$ cat src/rtl/pwr_seq_pkg.sv
package pwr_seq_pkg;

    typedef enum logic [2:0] {
        ST_STBY   = 3'd0,
        ST_SETTLE = 3'd1,
        ST_OPER   = 3'd2,
        ST_IDLE   = 3'd3,
        ST_SRWAIT = 3'd4
    } pwr_state_e;

endpackage

$ cat src/rtl/pwr_wake_sync.sv
module pwr_wake_sync #(
    parameter int SYNC_STAGES = 2
) (
    input  logic clk,
    input  logic rst_n,
    input  logic pin,
    output logic pulse
);
    localparam int LAST = SYNC_STAGES - 1;

    logic [LAST:0] sync_q;
    logic          prev_q;

    genvar g;
    generate
        for (g = 0; g < SYNC_STAGES; g++) begin : g_stage
            if (g == 0) begin : g_first
                always_ff @(posedge clk or negedge rst_n) begin
                    if (!rst_n) sync_q[0] <= 1'b0;
                    else        sync_q[0] <= pin;
                end
            end else begin : g_rest
                always_ff @(posedge clk or negedge rst_n) begin
                    if (!rst_n) sync_q[g] <= 1'b0;
                    else        sync_q[g] <= sync_q[g-1];
                end
            end
        end
    endgenerate

    always_ff @(posedge clk or negedge rst_n) begin
        if (!rst_n) prev_q <= 1'b0;
        else        prev_q <= sync_q[LAST];
    end

    assign pulse = sync_q[LAST] & ~prev_q;

    // an edge yields exactly one pulse cycle
    a_r3_single_pulse: assert property (@(posedge clk) disable iff (!rst_n)
        pulse |=> !pulse);

endmodule

$ cat src/rtl/pwr_settle_timer.sv
module pwr_settle_timer #(
    parameter int CNT_W = 10
) (
    input  logic             clk,
    input  logic             rst_n,
    input  logic             active,
    input  logic [CNT_W-1:0] limit,
    output logic             done
);
    logic [CNT_W-1:0] cnt_q;

    always_ff @(posedge clk or negedge rst_n) begin
        if (!rst_n)       cnt_q <= '0;
        else if (!active) cnt_q <= '0;
        else if (!done)   cnt_q <= cnt_q + 1'b1;
    end

    assign done = active && (cnt_q == limit);

    // count restarts from zero on each settle entry
    a_r4_count_starts_zero: assert property (@(posedge clk) disable iff (!rst_n)
        $rose(active) |-> cnt_q == '0);

endmodule

$ cat src/rtl/pwr_seq_ctrl.sv
module pwr_seq_ctrl
    import pwr_seq_pkg::*;
#(
    parameter int NUM_IRQ    = 8,
    parameter int NUM_PERIPH = 6,
    parameter int SETTLE_W   = 10
) (
    input  logic                  clk,
    input  logic                  por_n,
    input  logic                  wakeup_pin,
    input  logic                  sw_idle_req,
    input  logic                  sw_stby_req,
    input  logic                  refresh_en,
    input  logic                  sr_ack,
    input  logic [NUM_IRQ-1:0]    irq_req,
    input  logic [SETTLE_W-1:0]   settle_cycles,
    output logic                  run,
    output logic                  osc_en,
    output logic                  core_clk_en,
    output logic                  cpu_clk_en,
    output logic                  sr_req,
    output logic                  bus_park,
    output logic [NUM_PERIPH-1:0] periph_rst_n,
    output logic                  cold_flag
);
    localparam int SYNC_STAGES = 2;

    pwr_state_e state_q, state_d;
    logic       cold_q;
    logic       sr_hold_q;
    logic       wake_pulse;
    logic       settle_done;
    logic       irq_any;
    logic       stby_wake;

    assign irq_any   = |irq_req;
    assign stby_wake = wake_pulse || (!cold_q && irq_any);

    pwr_wake_sync #(.SYNC_STAGES(SYNC_STAGES)) u_wake (
        .clk   (clk),
        .rst_n (por_n),
        .pin   (wakeup_pin),
        .pulse (wake_pulse)
    );

    pwr_settle_timer #(.CNT_W(SETTLE_W)) u_settle (
        .clk    (clk),
        .rst_n  (por_n),
        .active (state_q == ST_SETTLE),
        .limit  (settle_cycles),
        .done   (settle_done)
    );

    // next-state decode
    always_comb begin
        state_d = state_q;
        unique case (state_q)
            ST_STBY:   if (stby_wake) state_d = ST_SETTLE;
            ST_SETTLE: if (settle_done) state_d = ST_OPER;
            ST_OPER: begin
                if (sw_stby_req)      state_d = refresh_en ? ST_SRWAIT : ST_STBY;
                else if (sw_idle_req) state_d = ST_IDLE;
            end
            ST_IDLE:   if (irq_any) state_d = ST_OPER;
            ST_SRWAIT: if (sr_ack) state_d = ST_STBY;
            default:   state_d = ST_STBY;
        endcase
    end

    // state, cold flag and refresh hold registers
    always_ff @(posedge clk or negedge por_n) begin
        if (!por_n) begin
            state_q   <= ST_STBY;
            cold_q    <= 1'b1;
            sr_hold_q <= 1'b0;
        end else begin
            state_q <= state_d;
            if (state_d == ST_OPER) begin
                cold_q    <= 1'b0;
                sr_hold_q <= 1'b0;
            end else if (state_d == ST_SRWAIT) begin
                sr_hold_q <= 1'b1;
            end
        end
    end

    // output decode
    always_comb begin
        run          = 1'b0;
        osc_en       = 1'b0;
        core_clk_en  = 1'b0;
        cpu_clk_en   = 1'b0;
        bus_park     = 1'b1;
        periph_rst_n = '0;
        unique case (state_q)
            ST_STBY: ;
            ST_SETTLE: begin
                run    = 1'b1;
                osc_en = 1'b1;
            end
            ST_OPER: begin
                run          = 1'b1;
                osc_en       = 1'b1;
                core_clk_en  = 1'b1;
                cpu_clk_en   = 1'b1;
                bus_park     = 1'b0;
                periph_rst_n = '1;
            end
            ST_IDLE, ST_SRWAIT: begin
                run          = 1'b1;
                osc_en       = 1'b1;
                core_clk_en  = 1'b1;
                bus_park     = 1'b0;
                periph_rst_n = '1;
            end
            default: ;
        endcase
    end

    assign sr_req    = sr_hold_q;
    assign cold_flag = cold_q;

    // while cold, only a pin edge leaves standby
    a_r2_cold_ignores_irq: assert property (@(posedge clk) disable iff (!por_n)
        (state_q == ST_STBY && cold_q && !wake_pulse) |=> state_q == ST_STBY);

    // clocks start only when the settle count has expired
    a_r4_clk_after_settle: assert property (@(posedge clk) disable iff (!por_n)
        $rose(core_clk_en) |-> $past(settle_done));

    // operating implies the cold flag was cleared
    a_r4_oper_not_cold: assert property (@(posedge clk) disable iff (!por_n)
        (state_q == ST_OPER) |-> !cold_q);

    // no self-refresh when refresh is disabled
    a_r7_direct_standby: assert property (@(posedge clk) disable iff (!por_n)
        (state_q == ST_OPER && sw_stby_req && !refresh_en) |=> (state_q == ST_STBY && !sr_req));

    // oscillator stops with refresh active only after acknowledge
    a_r8_osc_after_ack: assert property (@(posedge clk) disable iff (!por_n)
        ($fell(osc_en) && sr_req) |-> $past(sr_ack));

    // idle is held until an interrupt arrives
    a_r9_idle_hold: assert property (@(posedge clk) disable iff (!por_n)
        (state_q == ST_IDLE && !irq_any) |=> state_q == ST_IDLE);

endmodule

$ cat config.mk
export PLATFORM = sky130hd
export DESIGN_NAME = pwr_seq_ctrl
export DESIGN_NICKNAME = d
export VERILOG_FILES = /design/src/rtl/pwr_seq_pkg.sv /design/src/rtl/pwr_wake_sync.sv /design/src/rtl/pwr_settle_timer.sv /design/src/rtl/pwr_seq_ctrl.sv
export SDC_FILE = /design/constraint.sdc
export NUM_CORES = 1
export LEC_CHECK = 0
export ABC_AREA = 1
export BUFFER_PORTS_ARGS = -buffer_cell sky130_fd_sc_hd__clkbuf_2
export CORE_MARGIN = 5
export CORE_UTILIZATION = 23
export CTS_CLUSTER_DIAMETER = 150
export CTS_CLUSTER_SIZE = 14
export DETAILED_ROUTE_END_ITERATION = 12
export GPL_TIMING_DRIVEN = 0
export PLACE_DENSITY = 0.53
export SETUP_SLACK_MARGIN = 0.2
export SYNTH_ARGS = -nofsm -noshare
export SYNTH_HDL_FRONTEND = slang
export SYNTH_SLANG_ARGS = --single-unit
$ cat constraint.sdc
create_clock -name clk -period 2.1 [get_ports clk]
set_input_delay 0.315 -clock clk [delete_from_list [all_inputs] [get_ports clk]]
set_output_delay 0.315 -clock clk [all_outputs]
set_load 0.01 [all_outputs]
==> flow_summary.toml, run 1 <==
[floorplanning]
die_h_um = 81.97
die_w_um = 81.97
core_um2 = 5075
num_io_pins = 38
num_rows = 26
start_util = 0.2347
die-area_um2 = 6718

[placement]
portBuffers = 37
dp_hpwl_um = 2116
dp_cells = 269
gp_congestion = 0.7357

[sta]
max_freq_ghz = 0.5777
tns_ns = 0
relSlewSlack = 0.6932
tightest_slew_ns = 0.4602
hold_slack_ns = 0.0001133
setup_viol = 0
hold_violations = 0
finalMaxSlewViolations = 0
rsz0062_at_grt = "false"
post-route-period-util = 0.8243
fin_skew_ns = 0.002766
fin_crit_ns = 1.731

[route]
dr.pass1.iters = 4
routed_wirelength_um = 2600
highest_layer = "met4"
m1WireLength_um = 1268
via_per_inst = 3.909
route.detailed.drc = 0
dr_wl_met2_um = 1195
drtIter0Drc = 53
vias = 1071
ant_nets = 0
avgRoutedWirePerCell_um = 9.489
wl_met3_um = 116

[clock_network]
cts-root-buf = "clkbuf_8"
insertion_delay_ns = 0.25
clkTransAtPathRegs_ns = 0.07
numCtsBuffers = 3
cts_tree = "done"
cts_hold_buf = 0
clock_path_buffers = 2
clock_sinks = 18
h-tree-depth = 1

[final_layout]
fin_cells = 274
diodes = 0
syn2layout_area_growth_pct = 28.78
nNetsFinal = 231
drive_above_1_share = 0.3235

[global_routing]
antenna_found_initial = 0
grt_usage = 0.08842
gr-total-overflow = 0
grt_pass1_wl_um = 4719
grt_max_degree = 19
grt_pass1_vias = 1108

[yosys]
yosys_warnings = 0
synthSimpleGateAreaFrac = 0.3309
synthFlopType = "dfrtp_1"
avgSynthCellArea_um2 = 7.353
ys_async_sr_fraction = 1.000
synthesis.area_um2 = 1191
synth_top_family_by_area = "simple AND/OR/NAND/NOR gates"
syn_inst = 162
synthMuxAreaShare = 0
synthAdderAreaFrac = 0.01050
seq_area_frac_synth = 0.3792
yosys.area_share.xor_xnor = 0.05777
ys_seq_elements = 18
synth_compound_area_frac = 0.07668
yosysUniqueCellTypes = 28
synth-edff-count = 0
syn-num-nets = 188

[setup_path]
slowest_stage = "dfrtp_1"
cp.required_ns = 1.78
max_stage_delay_ns = 0.41
critPathLaunchType = "register"
cp.arrival_ns = 1.42
crit_path_frequent_cell = "inv_1"
worst_setup_path_end_kind = "output pin"
path_max_fanout = 7
worstSetupPathType = "reg -> out"
path_cells = "inv_1 > nand2_1 > inv_1 > nor2_2 > inv_2 > buf_4 > clkbuf_2"

[flow_run]
cap_violations = 0

[power]
power_density_nw_per_um2 = 864.4
leakage_nw = 0.8063
ir_drop_mv = 0.3079

[hold_path]
hold_path_class = "in -> async"

[run_status]
outcome = "completed"
timing repair:
item / CTS / global route
setup endpoints to repair: 1 / 8
gates resized for setup: 0 / 3
buffers inserted: 1 / 0
pin swaps: 1 / 0
gates cloned: 0 / 0
state kept, by name, summed over array words and instances (netlist names):
| register | flops |
|---|---|
| u_settle.cnt_q | 10 |
| state_q | 3 |
| u_wake.sync_q | 2 |
| cold_flag | 1 |
| sr_req | 1 |
| u_wake.prev_q | 1 |
synth_stat cells (3+ instances only):
cell	number	share of area
nand2_1	41	0.13
inv_1	26	0.082
dfrtp_1	17	0.36
nor2_1	17	0.054
o21ai_0	9	0.038
buf_4	7	0.044
nand3_1	7	0.029
a21oi_1	4	0.017
nor3_1	4	0.017
xor2_1	4	0.029
inv_2	3	0.0095
nand4_1	3	0.016
o22ai_1	3	0.016
cell type report:
cell class | count | area (um^2)
plain buffers | 8 | 63.81
clock buffers | 4 | 55.05
fillers | 576 | 3541
inverters | 29 | 108.9
multi-input cells | 107 | 574.3
flip-flops and latches | 18 | 451.7
well taps | 70 | 87.58
repair buffers | 38 | 192.7
cells in the final DEF, fill, tap and decap left out:
cell / synthesis / final
nand2_1: 41 / 41
nand3_2: 1 / 1
nand3_4: 1 / 1
o211ai_1: 1 / 1
nor2_4: 1 / 1
dfstp_2: 1 / 1
or2_0: 1 / 1
nand2_4: 2 / 2
nor2_1: 17 / 16
o22ai_1: 3 / 3
xnor2_2: 1 / 1
nand2_2: 1 / 1
clkbuf_8: 0 / 4
buf_6: 1 / 1
ha_1: 1 / 1
dfrtp_1: 17 / 17
nor3_2: 0 / 1
nor3_1: 4 / 3
inv_1: 26 / 25
clkbuf_2: 0 / 37
and2_1: 1 / 1
buf_4: 7 / 8
nand4_1: 3 / 3
nor2_2: 1 / 2
xor2_1: 4 / 4
nand3_1: 7 / 7
o21ai_0: 9 / 9
xnor2_1: 2 / 2
a21oi_1: 4 / 4
inv_2: 3 / 4
nor3_4: 1 / 1
final timing paths:
| kind | startpoint | to | slack [ns] | depth (start not counted) |
|---|---|---|---|---|
| setup / recovery | state_q[2] | periph_rst_n[2] | 0.37 | 7 |
| hold / removal | por_n | u_wake.prev_q | 0.0001 | 1 |
| setup reg to reg | u_settle.cnt_q[1] | u_settle.cnt_q[8] | 0.53 | 8 |
| hold reg to reg | u_wake.sync_q[0] | u_wake.sync_q[1] | 0.36 | 0 |
| max in group asynchronous | por_n | cold_flag | 1.76 | 1 |
| min in group clk | wakeup_pin | u_wake.sync_q[0] | 0.16 | 1 |
logic make-up after synthesis:
kind of cell,Yosys count
compound gates,17
xor+xnor,7
fa+ha+maj,1
buf+inv,37
flops,18
simple gates,82
report_power, final:
part / switching [mW] / internal [mW] / total [mW]
clock network: 0.114 / 0.166 / 0.281
logic: 0.311 / 0.249 / 0.560
registers: 0.0663 / 0.419 / 0.486
total: 0.491 / 0.835 / 1.33
per-stage QoR:
| stage | instance area [um^2] | utilization | worst slack [ns] | power (mW) |
|---|---|---|---|---|
| after global routing | 1534 | 0.3023 | 0.2227 | 1.463 |
| after detailed placement | 1464 | 0.2885 | 0.4753 | 1.043 |
| after global placement | 1464 | 0.2885 | 0.4692 | 1.031 |
| after floorplan | 1191 | - | 0.5988 | 0.8866 |
| final | 1534 | 0.3023 | 0.3690 | 1.326 |
| after CTS | 1526 | 0.3008 | 0.2125 | 1.350 |
critical path, delay by kind of cell, from the launching register on:
kind	cells	cell delay, ns
buffers and inverters	5	0.51
DFF	1	0.41
and+or+nand+nor	2	0.25
layer usage:
layer  global-route usage  vias to the layer above
li1                     -                      582
met1               0.1116                      468
met2               0.1511                       19
met3              0.01535                        2
met4              0.02990                        0
met5                    0                        -
Power figures use the tool's default switching activity.
==> inputs of run 2 (changes only) <==
Clock period 2.1 ns to 1.7 ns, I/O delays scaled along.
==> run 2 against run 1 <==
Against the previous run: global-route usage grew 0.78 points; setup slack lost 0.25 ns; clock skew fell by 0.0013 ns; clock power rose by 25%; power rose by 55%; design area increased by 26%.
==> flow_summary.toml, run 2 (synthesis results as in run 1) <==
[clock_network]
numCtsBuffers = 3
cts-root-buf = "clkbuf_8"
clock_sinks = 18
clkTransAtPathRegs_ns = 0.07
h-tree-depth = 1
insertion_delay_ns = 0.25
clock_path_buffers = 2
cts_tree = "done"

[sta]
fin_skew_ns = 0.001419
tns_ns = 0
hold_violations = 0
post-route-period-util = 0.9274
rsz0062_at_grt = "true"
setup_viol = 0
tightest_slew_ns = 0.4691
max_freq_ghz = 0.6343
relSlewSlack = 0.6873
finalMaxSlewViolations = 0
fin_crit_ns = 1.577

[global_routing]
grt_usage = 0.09618
grt_pass1_wl_um = 5106
gr-total-overflow = 0
grt_max_degree = 19
grt_pass1_vias = 1183
antenna_found_initial = 0

[setup_path]
r2r_cells = 9
r2r-end = "sr_req"
critPathLaunchType = "register"
max_stage_delay_ns = 0.40
cp.required_ns = 1.44
cp.arrival_ns = 1.32
worstSetupPathType = "reg -> out"
critPathTopFamily = "buffers and inverters"
r2r-start = "u_settle.cnt_q[1]"
path_max_fanout = 7
worst_setup_path_end_kind = "output pin"
slowest_stage = "dfrtp_1"
path_buf_inv = 4
path_cells = "nor2_2 > inv_2 > nor2_4 > nor2_4 > clkinv_4 > buf_6 > buf_6"
reg2reg_setup_slack_ns = 0.22

[final_layout]
drive_above_1_share = 0.5132
layout_common_cells = "nand2_1, clkbuf_2, inv_1, buf_4, buf_6"
top_register = "u_settle.cnt_q"
fin_util = 0.3812
num-fill-cells = 539
top_regs = "u_settle.cnt_q (10), state_q (3), u_wake.sync_q (2)"
nNetsFinal = 255
final_common_cell = "nand2_1"
diodes = 0
syn2layout_area_growth_pct = 62.40
largest_reg_flops = 10

[hold_path]
min_to = "u_wake.sync_q[0]"
min-delay-start = "wakeup_pin"
hold_path_class = "in -> reg"
worstHoldPathCells = 1

[floorplanning]
die_h_um = 81.97
num_io_pins = 38
die-area_um2 = 6718
num_rows = 26
die_w_um = 81.97
core_um2 = 5075
start_util = 0.2347

[route]
vias = 1216
route.detailed.drc = 0
ant_nets = 0
avgRoutedWirePerCell_um = 10.75
routed_wirelength_um = 3204
m1WireLength_um = 1348
drtIter0Drc = 26
dr.pass1.iters = 4
via_per_inst = 4.081
highest_layer = "met4"
wl_met3_um = 135
dr_wl_met2_um = 1663

[flow_run]
cap_violations = 0

[placement]
dp_hpwl_um = 2116
gp_congestion = 0.7357
portBuffers = 37

[power]
leakage_nw = 0.9642
power_density_nw_per_um2 = 1060
ir_drop_mv = 0.4654

[run_status]
outcome = "completed"
## run 2: routing by layer
layer	global-route usage	vias to the layer above
met3	0.01645	4
met5	0	-
li1	-	634
met1	0.1156	557
met2	0.1729	21
met4	0.02990	0
## run 2: worst max path at each step
stage | startpoint | end | slack, ns | cells past startpoint
5_1_grt | state_q[1] | periph_rst_n[3] | 0.03 | 7
2_1_floorplan | state_q[2] | periph_rst_n[0] | 0.26 | 6
3_5_place_dp | u_settle.cnt_q[1] | u_settle.cnt_q[8] | 0.08 | 8
3_3_place_gp | u_settle.cnt_q[1] | u_settle.cnt_q[8] | 0.07 | 8
4_1_cts | state_q[2] | run | 0.12 | 6
6_report | state_q[0] | periph_rst_n[3] | 0.12 | 7
## run 2: per-stage QoR
stage	cells	setup slack (ns)	hold WS, ns	area, um^2	total power [mW]
after global placement	269	0.06918	0.2282	1464	1.273
final	298	0.1233	0.1026	1934	2.050
after CTS	289	0.1226	0.09634	1743	1.823
after floorplan	162	0.2588	-0.04059	1191	1.095
after detailed placement	269	0.07531	0.2370	1464	1.289
after global routing	298	0.02895	0.09321	1934	2.214
## run 2: area by class of cell
cell class | instances | area, um^2 | share of cell area
Multi-Input combinational cell | 108 | 695.7 | 0.3596
Tap cell | 70 | 87.58 | 0.04528
Timing Repair Buffer | 61 | 442.9 | 0.2290
Buffer | 8 | 86.33 | 0.04463
Clock buffer | 4 | 55.05 | 0.02846
Inverter | 29 | 113.9 | 0.05886
Sequential cell | 18 | 452.9 | 0.2342
## run 2: timing repair
action / 4_1_cts / 5_1_grt
cloned: 1 / 0
buffers inserted: 14 / 9
pin swaps: 9 / 12
endpoints found under the hold margin: 17 / 0
hold buffers: 1 / 0
resized for setup: 27 / 46
endpoints found under the setup margin: 15 / 24
## run 2: power by group
group / total, mW / internal, mW / switching, mW
logic: 1.10 / 0.554 / 0.541
clock network: 0.351 / 0.206 / 0.145
registers: 0.604 / 0.519 / 0.0846
total: 2.05 / 1.28 / 0.771
